<file path="src/rtl/pci_dec_pkg.sv">
// Package: shared types for the PCI target address-phase decoder.
// Assumes 4-bit PCI bus commands as they appear on C/BE# in the address phase.
package pci_dec_pkg;
    typedef enum logic [1:0] {
        SP_NONE = 2'b00,
        SP_CFG  = 2'b01,
        SP_IO   = 2'b10,
        SP_MEM  = 2'b11
    } space_e;
endpackage

</file>
<file path="src/rtl/pci_cmd_map.sv">
// Module: pci_cmd_map
// Reduces a PCI bus command to a target space class and a write flag.
// Extended memory commands fold onto plain read/write. Commands the target
// never answers map to SP_NONE. Purely combinational.
module pci_cmd_map
    import pci_dec_pkg::*;
(
    input  logic [3:0] cmd,
    output space_e     cls,
    output logic       wr
);
    // Command classification table.
    always_comb begin
        cls = SP_NONE;
        wr  = 1'b0;
        unique case (cmd)
            4'b0010: cls = SP_IO;
            4'b0011: begin cls = SP_IO;  wr = 1'b1; end
            4'b0110: cls = SP_MEM;
            4'b0111: begin cls = SP_MEM; wr = 1'b1; end
            4'b1010: cls = SP_CFG;
            4'b1011: begin cls = SP_CFG; wr = 1'b1; end
            4'b1100: cls = SP_MEM;
            4'b1110: cls = SP_MEM;
            4'b1111: begin cls = SP_MEM; wr = 1'b1; end
            default: begin cls = SP_NONE; wr = 1'b0; end
        endcase
    end
endmodule

</file>
<file path="src/rtl/pci_win_match.sv">
// Module: pci_win_match
// Checks an address against a naturally aligned window of 2**LO_BIT bytes.
// Only bits [AW-1:LO_BIT] are compared. The base is assumed to be aligned.
module pci_win_match #(
    parameter int AW     = 32,
    parameter int LO_BIT = 5
) (
    input  logic [AW-1:0] addr,
    input  logic [AW-1:0] base,
    input  logic          en,
    output logic          hit
);
    localparam int CW = AW - LO_BIT;

    logic [CW-1:0] addr_hi;
    logic [CW-1:0] base_hi;

    // Extract the compared upper bits.
    assign addr_hi = addr[AW-1:LO_BIT];
    assign base_hi = base[AW-1:LO_BIT];

    // The window hits only when it is enabled and the upper bits are equal.
    always_comb hit = en && (addr_hi == base_hi);
endmodule

</file>
<file path="src/rtl/pci_tgt_decode.sv">
// Module: pci_tgt_decode
// Decodes the PCI address phase for a single-function target. The address
// phase is detected as FRAME# low after a high clock. On that edge the block
// registers the claim decision, target space, read/write flag and DWord
// offset. The byte enables of the next clock are latched separately.
// Assumes MEM_LO >= 8, so that the offset field holds the config index.
module pci_tgt_decode
    import pci_dec_pkg::*;
#(
    parameter int AW     = 32,
    parameter int IO_LO  = 5,
    parameter int MEM_LO = 12,
    parameter int BEW    = 4
) (
    input  logic              clk,
    input  logic              rst_n,
    input  logic              frame_n,
    input  logic [AW-1:0]     ad,
    input  logic [BEW-1:0]    cbe_n,
    input  logic              idsel,
    input  logic              ioen,
    input  logic              memen,
    input  logic [AW-1:0]     io_base,
    input  logic [AW-1:0]     mem_base,
    output logic              claim_o,
    output logic [1:0]        space_o,
    output logic              wr_o,
    output logic [MEM_LO-3:0] dw_ofs_o,
    output logic [BEW-1:0]    be_n_o
);
    localparam int OFS_W = MEM_LO - 2;

    logic          frame_q;
    logic          start;
    logic          start_q;
    space_e        cls;
    logic          cls_wr;
    logic          io_hit;
    logic          mem_hit;
    logic          cfg_hit;
    space_e        sel;
    logic [OFS_W-1:0] ofs_nxt;

    // Command classification.
    pci_cmd_map u_cmd (.cmd(cbe_n), .cls(cls), .wr(cls_wr));

    // I/O window comparison.
    pci_win_match #(.AW(AW), .LO_BIT(IO_LO)) u_io_win (
        .addr(ad), .base(io_base), .en(ioen), .hit(io_hit));

    // Memory window comparison.
    pci_win_match #(.AW(AW), .LO_BIT(MEM_LO)) u_mem_win (
        .addr(ad), .base(mem_base), .en(memen), .hit(mem_hit));

    // Address-phase detector: FRAME# low now, high on the previous clock.
    always_comb start = !frame_n && frame_q;

    // Function-zero configuration select.
    always_comb cfg_hit = idsel && (ad[1:0] == 2'b00) && (ad[10:8] == 3'b000);

    // Final space selection and offset extraction.
    always_comb begin
        sel     = SP_NONE;
        ofs_nxt = '0;
        unique case (cls)
            SP_CFG: if (cfg_hit) begin
                sel     = SP_CFG;
                ofs_nxt = OFS_W'(ad[7:2]);
            end
            SP_IO: if (io_hit) begin
                sel     = SP_IO;
                ofs_nxt = OFS_W'(ad[IO_LO-1:2]);
            end
            SP_MEM: if (mem_hit) begin
                sel     = SP_MEM;
                ofs_nxt = ad[MEM_LO-1:2];
            end
            default: sel = SP_NONE;
        endcase
    end

    // Track the previous FRAME# level and mark the first data phase.
    always_ff @(posedge clk) begin
        if (!rst_n) begin
            frame_q <= 1'b1;
            start_q <= 1'b0;
        end else begin
            frame_q <= frame_n;
            start_q <= start;
        end
    end

    // Register the decode result on each address phase.
    always_ff @(posedge clk) begin
        if (!rst_n) begin
            claim_o  <= 1'b0;
            space_o  <= SP_NONE;
            wr_o     <= 1'b0;
            dw_ofs_o <= '0;
        end else if (start) begin
            claim_o  <= (sel != SP_NONE);
            space_o  <= sel;
            wr_o     <= (sel != SP_NONE) && cls_wr;
            dw_ofs_o <= ofs_nxt;
        end else begin
            claim_o  <= 1'b0;
        end
    end

    // Latch the byte enables of the first data phase.
    always_ff @(posedge clk) begin
        if (!rst_n)       be_n_o <= '1;
        else if (start_q) be_n_o <= cbe_n;
    end

    // A claim follows a clock on which FRAME# was low.
    assert_claim_at_start_R2: assert property (@(posedge clk) disable iff (!rst_n)
        claim_o |-> $past(!frame_n));

    // A claim never lasts two clocks.
    assert_claim_pulse_R2: assert property (@(posedge clk) disable iff (!rst_n)
        claim_o |=> !claim_o);

    // A configuration claim needs IDSEL and function zero.
    assert_cfg_select_R3: assert property (@(posedge clk) disable iff (!rst_n)
        (claim_o && space_o == SP_CFG) |-> ($past(idsel) && $past(ad[10:8]) == 3'b000));

    // An I/O claim needs the I/O enable.
    assert_io_enable_R5: assert property (@(posedge clk) disable iff (!rst_n)
        (claim_o && space_o == SP_IO) |-> $past(ioen));

    // A memory claim needs the memory enable.
    assert_mem_enable_R6: assert property (@(posedge clk) disable iff (!rst_n)
        (claim_o && space_o == SP_MEM) |-> $past(memen));

    // Ignored commands are never claimed.
    assert_no_ignored_cmd_R8: assert property (@(posedge clk) disable iff (!rst_n)
        claim_o |-> !($past(cbe_n) == 4'b0000 || $past(cbe_n) == 4'b0001 ||
                      $past(cbe_n) == 4'b0100 || $past(cbe_n) == 4'b0101 ||
                      $past(cbe_n) == 4'b1000 || $past(cbe_n) == 4'b1001 ||
                      $past(cbe_n) == 4'b1101));

    // A claim always carries a space.
    assert_claim_has_space_R9: assert property (@(posedge clk) disable iff (!rst_n)
        claim_o |-> (space_o != SP_NONE));
endmodule

</file>
<file path="config.mk">
export PLATFORM = sky130hd
export DESIGN_NAME = pci_tgt_decode
export DESIGN_NICKNAME = d
export VERILOG_FILES = /design/src/rtl/pci_dec_pkg.sv /design/src/rtl/pci_cmd_map.sv /design/src/rtl/pci_win_match.sv /design/src/rtl/pci_tgt_decode.sv
export SDC_FILE = /design/constraint.sdc
export NUM_CORES = 1
export LEC_CHECK = 0
export ABC_CLOCK_PERIOD_IN_PS = 1600
export BUFFER_PORTS_ARGS = -buffer_cell sky130_fd_sc_hd__buf_2
export CAP_MARGIN = 40
export CELL_PAD_IN_SITES_DETAIL_PLACEMENT = 1
export CELL_PAD_IN_SITES_GLOBAL_PLACEMENT = 2
export CORE_MARGIN = 2
export CORE_UTILIZATION = 19
export CTS_CLUSTER_DIAMETER = 200
export DETAILED_ROUTE_END_ITERATION = 6
export GPL_ROUTABILITY_DRIVEN = 0
export PLACE_DENSITY = 0.77
export SLEW_MARGIN = 30
export SYNTH_ARGS = -nofsm -noshare
export SYNTH_HDL_FRONTEND = slang
export SYNTH_SLANG_ARGS = --single-unit
</file>
<file path="constraint.sdc">
create_clock -name clk -period 1.6 [get_ports clk]
set_input_delay 0.24 -clock clk [delete_from_list [all_inputs] [get_ports clk]]
set_output_delay 0.24 -clock clk [all_outputs]
set_load 0.03 [all_outputs]
</file>
==> results of run 1 <==
[registers in the layout, summed over array words and instances, names as in the netlist]
signal and flops:
be_n_o 4, claim_o 1, dw_ofs_o 10, frame_q 1
space_o 2, start_q 1, wr_o 1
[critical path, stage by stage]
cell      delay, ns
buf_2          0.12
xnor2_1        0.16
nand4_1        0.20
nor4_4         0.42
buf_4          0.19
nand4_1        0.10
a21boi_1       0.15
[final cells by class]
cell class | instances | area [um2] | share of cell area (%)
clock buffer | 3 | 41.3 | 1.84
sequential | 20 | 400 | 17.8
multi-input combinational | 143 | 1020 | 45.2
tap | 99 | 124 | 5.51
timing repair buffer | 120 | 636 | 28.3
clock inverter | 1 | 30.0 | 1.34
[power groups by stage]
stage	clock network [mW]	logic (mW)	registers, mW
2_1_floorplan	0	0.179	0.529
3_3_place_gp	0	0.390	0.522
3_5_place_dp	0	0.396	0.522
4_1_cts	0.522	0.399	0.510
5_1_grt	0.543	0.433	0.512
6_report	0.509	0.392	0.510
[Yosys cell counts (all sizes together)]
library cell / instances
mux2i: 4
a21oi: 2
nor2b: 3
and3b: 2
nand2: 23
nand2b: 2
o2111ai: 1
and4bb: 1
buf: 1
a21boi: 4
and3: 1
clkbuf: 3
xnor2: 47
o21a: 1
and2: 4
nor4: 7
nand4: 21
dfxtp: 20
nand3: 2
a32oi: 4
o21ai: 10
nor2: 3
a22oi: 1
[cells by family after synthesis]
| kind of cell | Yosys count |
|---|---|
| flip-flops | 20 |
| AND/OR/NAND/NOR | 69 |
| XOR/XNOR | 47 |
| multiplexers | 4 |
| buffers and inverters | 4 |
| AO/OA/AOI/OAI | 23 |
[layer usage]
metal  vias to the layer above  wire length [um]
met2                        63              2670
li1                        840                 -
met4                         0                33
met5                         -                 0
met3                         4               393
met1                       772              2380
[through the flow]
stage | std cells | total power [mW] | hold WS, ns
final | 386 | 1.41 | 0.220
after global routing | 386 | 1.49 | 0.223
after CTS | 386 | 1.43 | 0.217
after detailed placement | 382 | 0.918 | 0.445
after global placement | 382 | 0.912 | 0.431
after floorplan | 167 | 0.708 | 0.341
[worst max-delay path by stage]
stage            startpoint     endpoint  slack, ns  cells after the start
2_1_floorplan  mem_base[28]  dw_ofs_o[0]       0.31                      5
3_3_place_gp         ad[14]  dw_ofs_o[7]      -0.02                      7
3_5_place_dp         ad[13]  dw_ofs_o[8]      -0.07                      7
4_1_cts              ad[13]  dw_ofs_o[9]       0.20                      7
5_1_grt              ad[13]  dw_ofs_o[8]       0.08                      7
6_report             ad[13]  dw_ofs_o[8]       0.21                      7
==> summary.txt, run 1 <==
Setup path
  • WP data required: 1.79 ns
  • Startpoint class of the critical path: input port
  • RR Startpoint: frame_q
  • Critical path arrival: 1.58 ns
  • Worst R2R Path Depth: 5
  • WS Path Type: input port to register
  • Crit. End Element: register
  • Max FO, Critical Path: 4
  • R2R Path End: dw_ofs_o[0]
  • Reg-to-reg setup timing slack: 0.30 ns

Route
  • First drt pass iteration count: 4
  • Total Routed Length: 5490 um
  • Drt via density: 4.35
  • Post-DR wirelength/cell: 14.2 um
  • Drc violations: 0
  • Routed Antenna Nets: 0
  • DR vias: 1679
  • Drt initial violations: 10

Logic synthesis
  • Avg Inst Size Synth: 8.57 um2
  • Mapped Nets: 273
  • Synth top area share: 28.8%
  • Post-synthesis instance total: 167
  • Post-synthesis adder-cell area fraction: 0%
  • Sequential area share after synthesis: 28.0%
  • Simple-Gate Fraction of Synth Area: 28.8%
  • Synth warnings: 0
  • Mux contribution to synthesized area: 2.80%
  • XOR/XNOR Fraction of Synth Area: 28.8%
  • Top cell type by total area after synthesis: xnor2_1
  • Largest family of logic cells by synthesized area: simple AND/OR/NAND/NOR gates
  • Top cells by area, synth: xnor2_1, dfxtp_1, nand4_1, nand2_1, nor4_4
  • Unique masters post-synth: 27
  • Mapped Area: 0.00143 mm2
  • Seq cells post-synth: 20
  • Compound-cell area share of the yosys netlist: 10.7%

Power
  • P per Cell Area: 628 mW/mm2
  • P_leak: 0.947 nW
  • Sequential group share of total power: 36.2%
  • Switching fraction of total power: 26.3%
  • P_int: 1.04 mW
  • Combinational share of power: 27.8%
  • Psw: 0.371 mW
  • Peak VDD IR: 275 uV
  • Clock power frac: 36.1%

Global route
  • GR Util All Layers: 13.2%
  • Routing usage on met3: 3.51%
  • Vias in the first global route: 1810
  • GRT overflow: 0
  • GRT met2 Usage: 23.1%
  • Met1 Track Usage GR: 16.4%
  • Busiest grt layer: met2
  • Initial antenna violation count: 0
  • First-pass GRT wire length: 8760 um
  • Largest net degree at the start of global routing: 13

STA
  • Slew Limit Fails: 0
  • Unrepaired setup endpoints after global routing: no
  • Final WS setup: 0.214 ns
  • Final Hold Viols: 0
  • Setup Total Neg Slack: 0 ns
  • Fmax: 0.722 GHz
  • Worst Tran Pin Value: 0.414 ns
  • Rel. slew slack: 72.1%
  • Final setup vio count: 0
  • Skew final: 0.00243 ns
  • Fin crit period: 1.39 ns
  • Period utilization: 86.6%

Worst hold path
  • WHS Endpoint: dw_ofs_o[0]
  • Min-delay src: ad[2]
  • Hold crit path type: input port to register
  • Hold Crit Depth: 3

Placement
  • Hpwl dp: 4850 um
  • Placed Area: 0.00218 mm2
  • Worst slack, placed: -0.0683 ns
  • Port Buffer Count: 106

CTS
  • H-tree levels: 1
  • Clock transition at path regs: 0.08 ns
  • Root Driver: clkbuf_8
  • Clock sinks: 20
  • Hold Buf Count CTS: 0
  • Post-CTS Setup Bufs: 0
  • Clock Tree Buf Depth: 2
  • Skew-Pair Late Insertion Delay: 0.26 ns
  • Cts repair resizes: 0
  • CTS tree: done
  • Num CTS Buffers: 3

Die
  • Die area: 0.00824 mm2
  • Area of the core: 0.00729 mm2
  • Die W: 90.8 um
  • Starting density of the core: 19.6%
  • Die height: 90.8 um
  • IO Count: 124
  • Rows: 31

Finish
  • Post-layout util: 30.8%
  • Most frequent cells in the layout: buf_2, xnor2_1, nand2_1, nand4_1, dfxtp_1
  • Final Instance Area: 0.00225 mm2
  • ANT cells: 0
  • Commonest non-fill, non-tap cell in the layout: buf_2
  • Fillers: 932
  • Fin nets: 394
  • Area growth syn-to-layout: 57.0%
  • Ratio of cells with drive above 1 in the final layout: 44.6%

Run
  • Maxcap violations: 0

Status
  • Status: finished, final reports clean
No activity file was read; power rests on OpenSTA's default activity.
==> inputs of run 2 (changes only) <==
CELL_PAD_IN_SITES_DETAIL_PLACEMENT = 2   (was 1)
GPL_TIMING_DRIVEN = 1   (was unset)
REMOVE_ABC_BUFFERS = 1   (was unset)
==> summary.txt, run 2 (synthesis results as in run 1) <==
Die
  • Die W: 90.8 um
  • Area of the core: 0.00729 mm2
  • Starting density of the core: 19.6%
  • Rows: 31
  • IO Count: 124
  • Die height: 90.8 um
  • Die area: 0.00824 mm2

STA
  • Fin crit period: 1.37 ns
  • Fmax: 0.731 GHz
  • Worst Tran Pin Value: 0.417 ns
  • Final Hold Viols: 0
  • Slew Limit Fails: 0
  • Period utilization: 85.5%
  • Unrepaired setup endpoints after global routing: no
  • Final setup vio count: 0
  • Final hold slack: 0.213 ns
  • Rel. slew slack: 71.9%
  • Skew final: 0.00619 ns

Finish
  • Sequential cell area: 400 um2
  • Non-Filler Instances: 387
  • Fin nets: 395
  • Top flop regs: dw_ofs_o x10, be_n_o x4, space_o x2
  • Footprint of the multi-input gates: 0.00102 mm2
  • Largest reg by FF count: dw_ofs_o
  • Ratio of cells with drive above 1 in the final layout: 44.8%
  • Fillers: 914
  • ANT cells: 0
  • Commonest non-fill, non-tap cell in the layout: buf_2
  • Max reg flops: 10
  • Area growth syn-to-layout: 56.4%
  • Most frequent cells in the layout: buf_2, xnor2_1, nand2_1, nand4_1, dfxtp_1

CTS
  • Clock Tree Buf Depth: 2
  • Post-CTS Setup Bufs: 0
  • Hold Buf Count CTS: 0
  • Num CTS Buffers: 3
  • H-tree levels: 1
  • CTS tree: done
  • Clock transition at path regs: 0.08 ns
  • Clock sinks: 20
  • Cts repair resizes: 0
  • Root Driver: clkbuf_8
  • Skew-Pair Late Insertion Delay: 0.26 ns

Worst hold path
  • Hold crit path type: input port to register
  • Min-delay src: frame_n

Setup path
  • Worst path slowest cell: dfxtp_1
  • WP data required: 1.80 ns
  • CP startpoint: frame_q
  • Critical path arrival: 1.57 ns
  • WS Path Type: register to register
  • Critical Path Max Stage Delay: 0.37 ns
  • RR Startpoint: frame_q
  • Max FO, Critical Path: 8
  • Startpoint class of the critical path: register
  • Crit-path cells: and3b_1 -> o21a_1 -> and2_1 -> a32oi_1 -> o21ai_1
  • Crit. End Element: register

Power
  • Pwr Total: 1.31 mW
  • P_leak: 0.943 nW
  • P per Cell Area: 585 mW/mm2
  • Peak VDD IR: 282 uV

Global route
  • First-pass GRT wire length: 9600 um
  • GR Util All Layers: 14.6%
  • Initial antenna violation count: 0
  • Largest net degree at the start of global routing: 12
  • GRT overflow: 0
  • Vias in the first global route: 1906

Route
  • Total Routed Length: 5990 um
  • Drt via density: 4.43
  • Post-DR wirelength/cell: 15.5 um
  • DR vias: 1715
  • Routed Antenna Nets: 0
  • First drt pass iteration count: 3
  • Drc violations: 0
  • Drt initial violations: 27

Run
  • Maxcap violations: 0

Status
  • Status: finished, final reports clean

Placement
  • Post-Place Cells: 383
  • Hpwl dp: 5360 um
  • Port Buffer Count: 106
run 2: cell types whose count changed in the layout (fill, tap and decap cells not counted), sizes merged:
cell    previous run  this run
buf              120       121
bufinv             1         0
clkbuf             3         4
run 2: path summary, 6_finish.rpt:
check	to	slack, ns	cells after the start
max	dw_ofs_o[2]	0.23	5
min	frame_q	0.21	2
max reg2reg	dw_ofs_o[2]	0.23	5
min reg2reg	dw_ofs_o[3]	0.45	2
run 2: cell type report:
class,count,area share [%]
Multi-Input combinational cell,143,45.4
Timing Repair Buffer,121,28.7
Sequential cell,20,17.9
Tap cell,99,5.53
Clock buffer,4,2.46
run 2: routing by layer:
metal,vias up,global-route usage [%],part of all wire (%)
li1,844,-,-
met2,59,27.1,52
met3,5,2.92,5.4
met5,-,0,0
met4,0,3.28,0.77
met1,807,17.2,42
run 2: worst max-delay path: cells and delay by family, from the launching register on:
family,cells,cell delay [ns]
AOI/OAI and AO/OA,3,0.50
DFF,1,0.37
and+or+nand+nor,2,0.43
run 2: stage by stage:
stage / utilization (%) / worst slack (ns) / TNS, ns / area, um2
final: 30.7 / 0.233 / 0 / 2240
after global routing: 30.7 / 0.113 / 0 / 2240
after CTS: 30.7 / 0.217 / 0 / 2240
after detailed placement: 29.9 / -0.0316 / -0.109 / 2180
after global placement: 29.9 / 0.00684 / 0 / 2180
after floorplan: - / 0.309 / 0 / 1420
run 2: where the power goes:
part	total (mW)	switching (mW)	leakage, nW	internal, mW
logic	0.399	0.196	0.753	0.203
registers	0.511	0.00590	0.162	0.505
clock network	0.400	0.180	0.0288	0.220
total	1.31	0.383	0.943	0.927
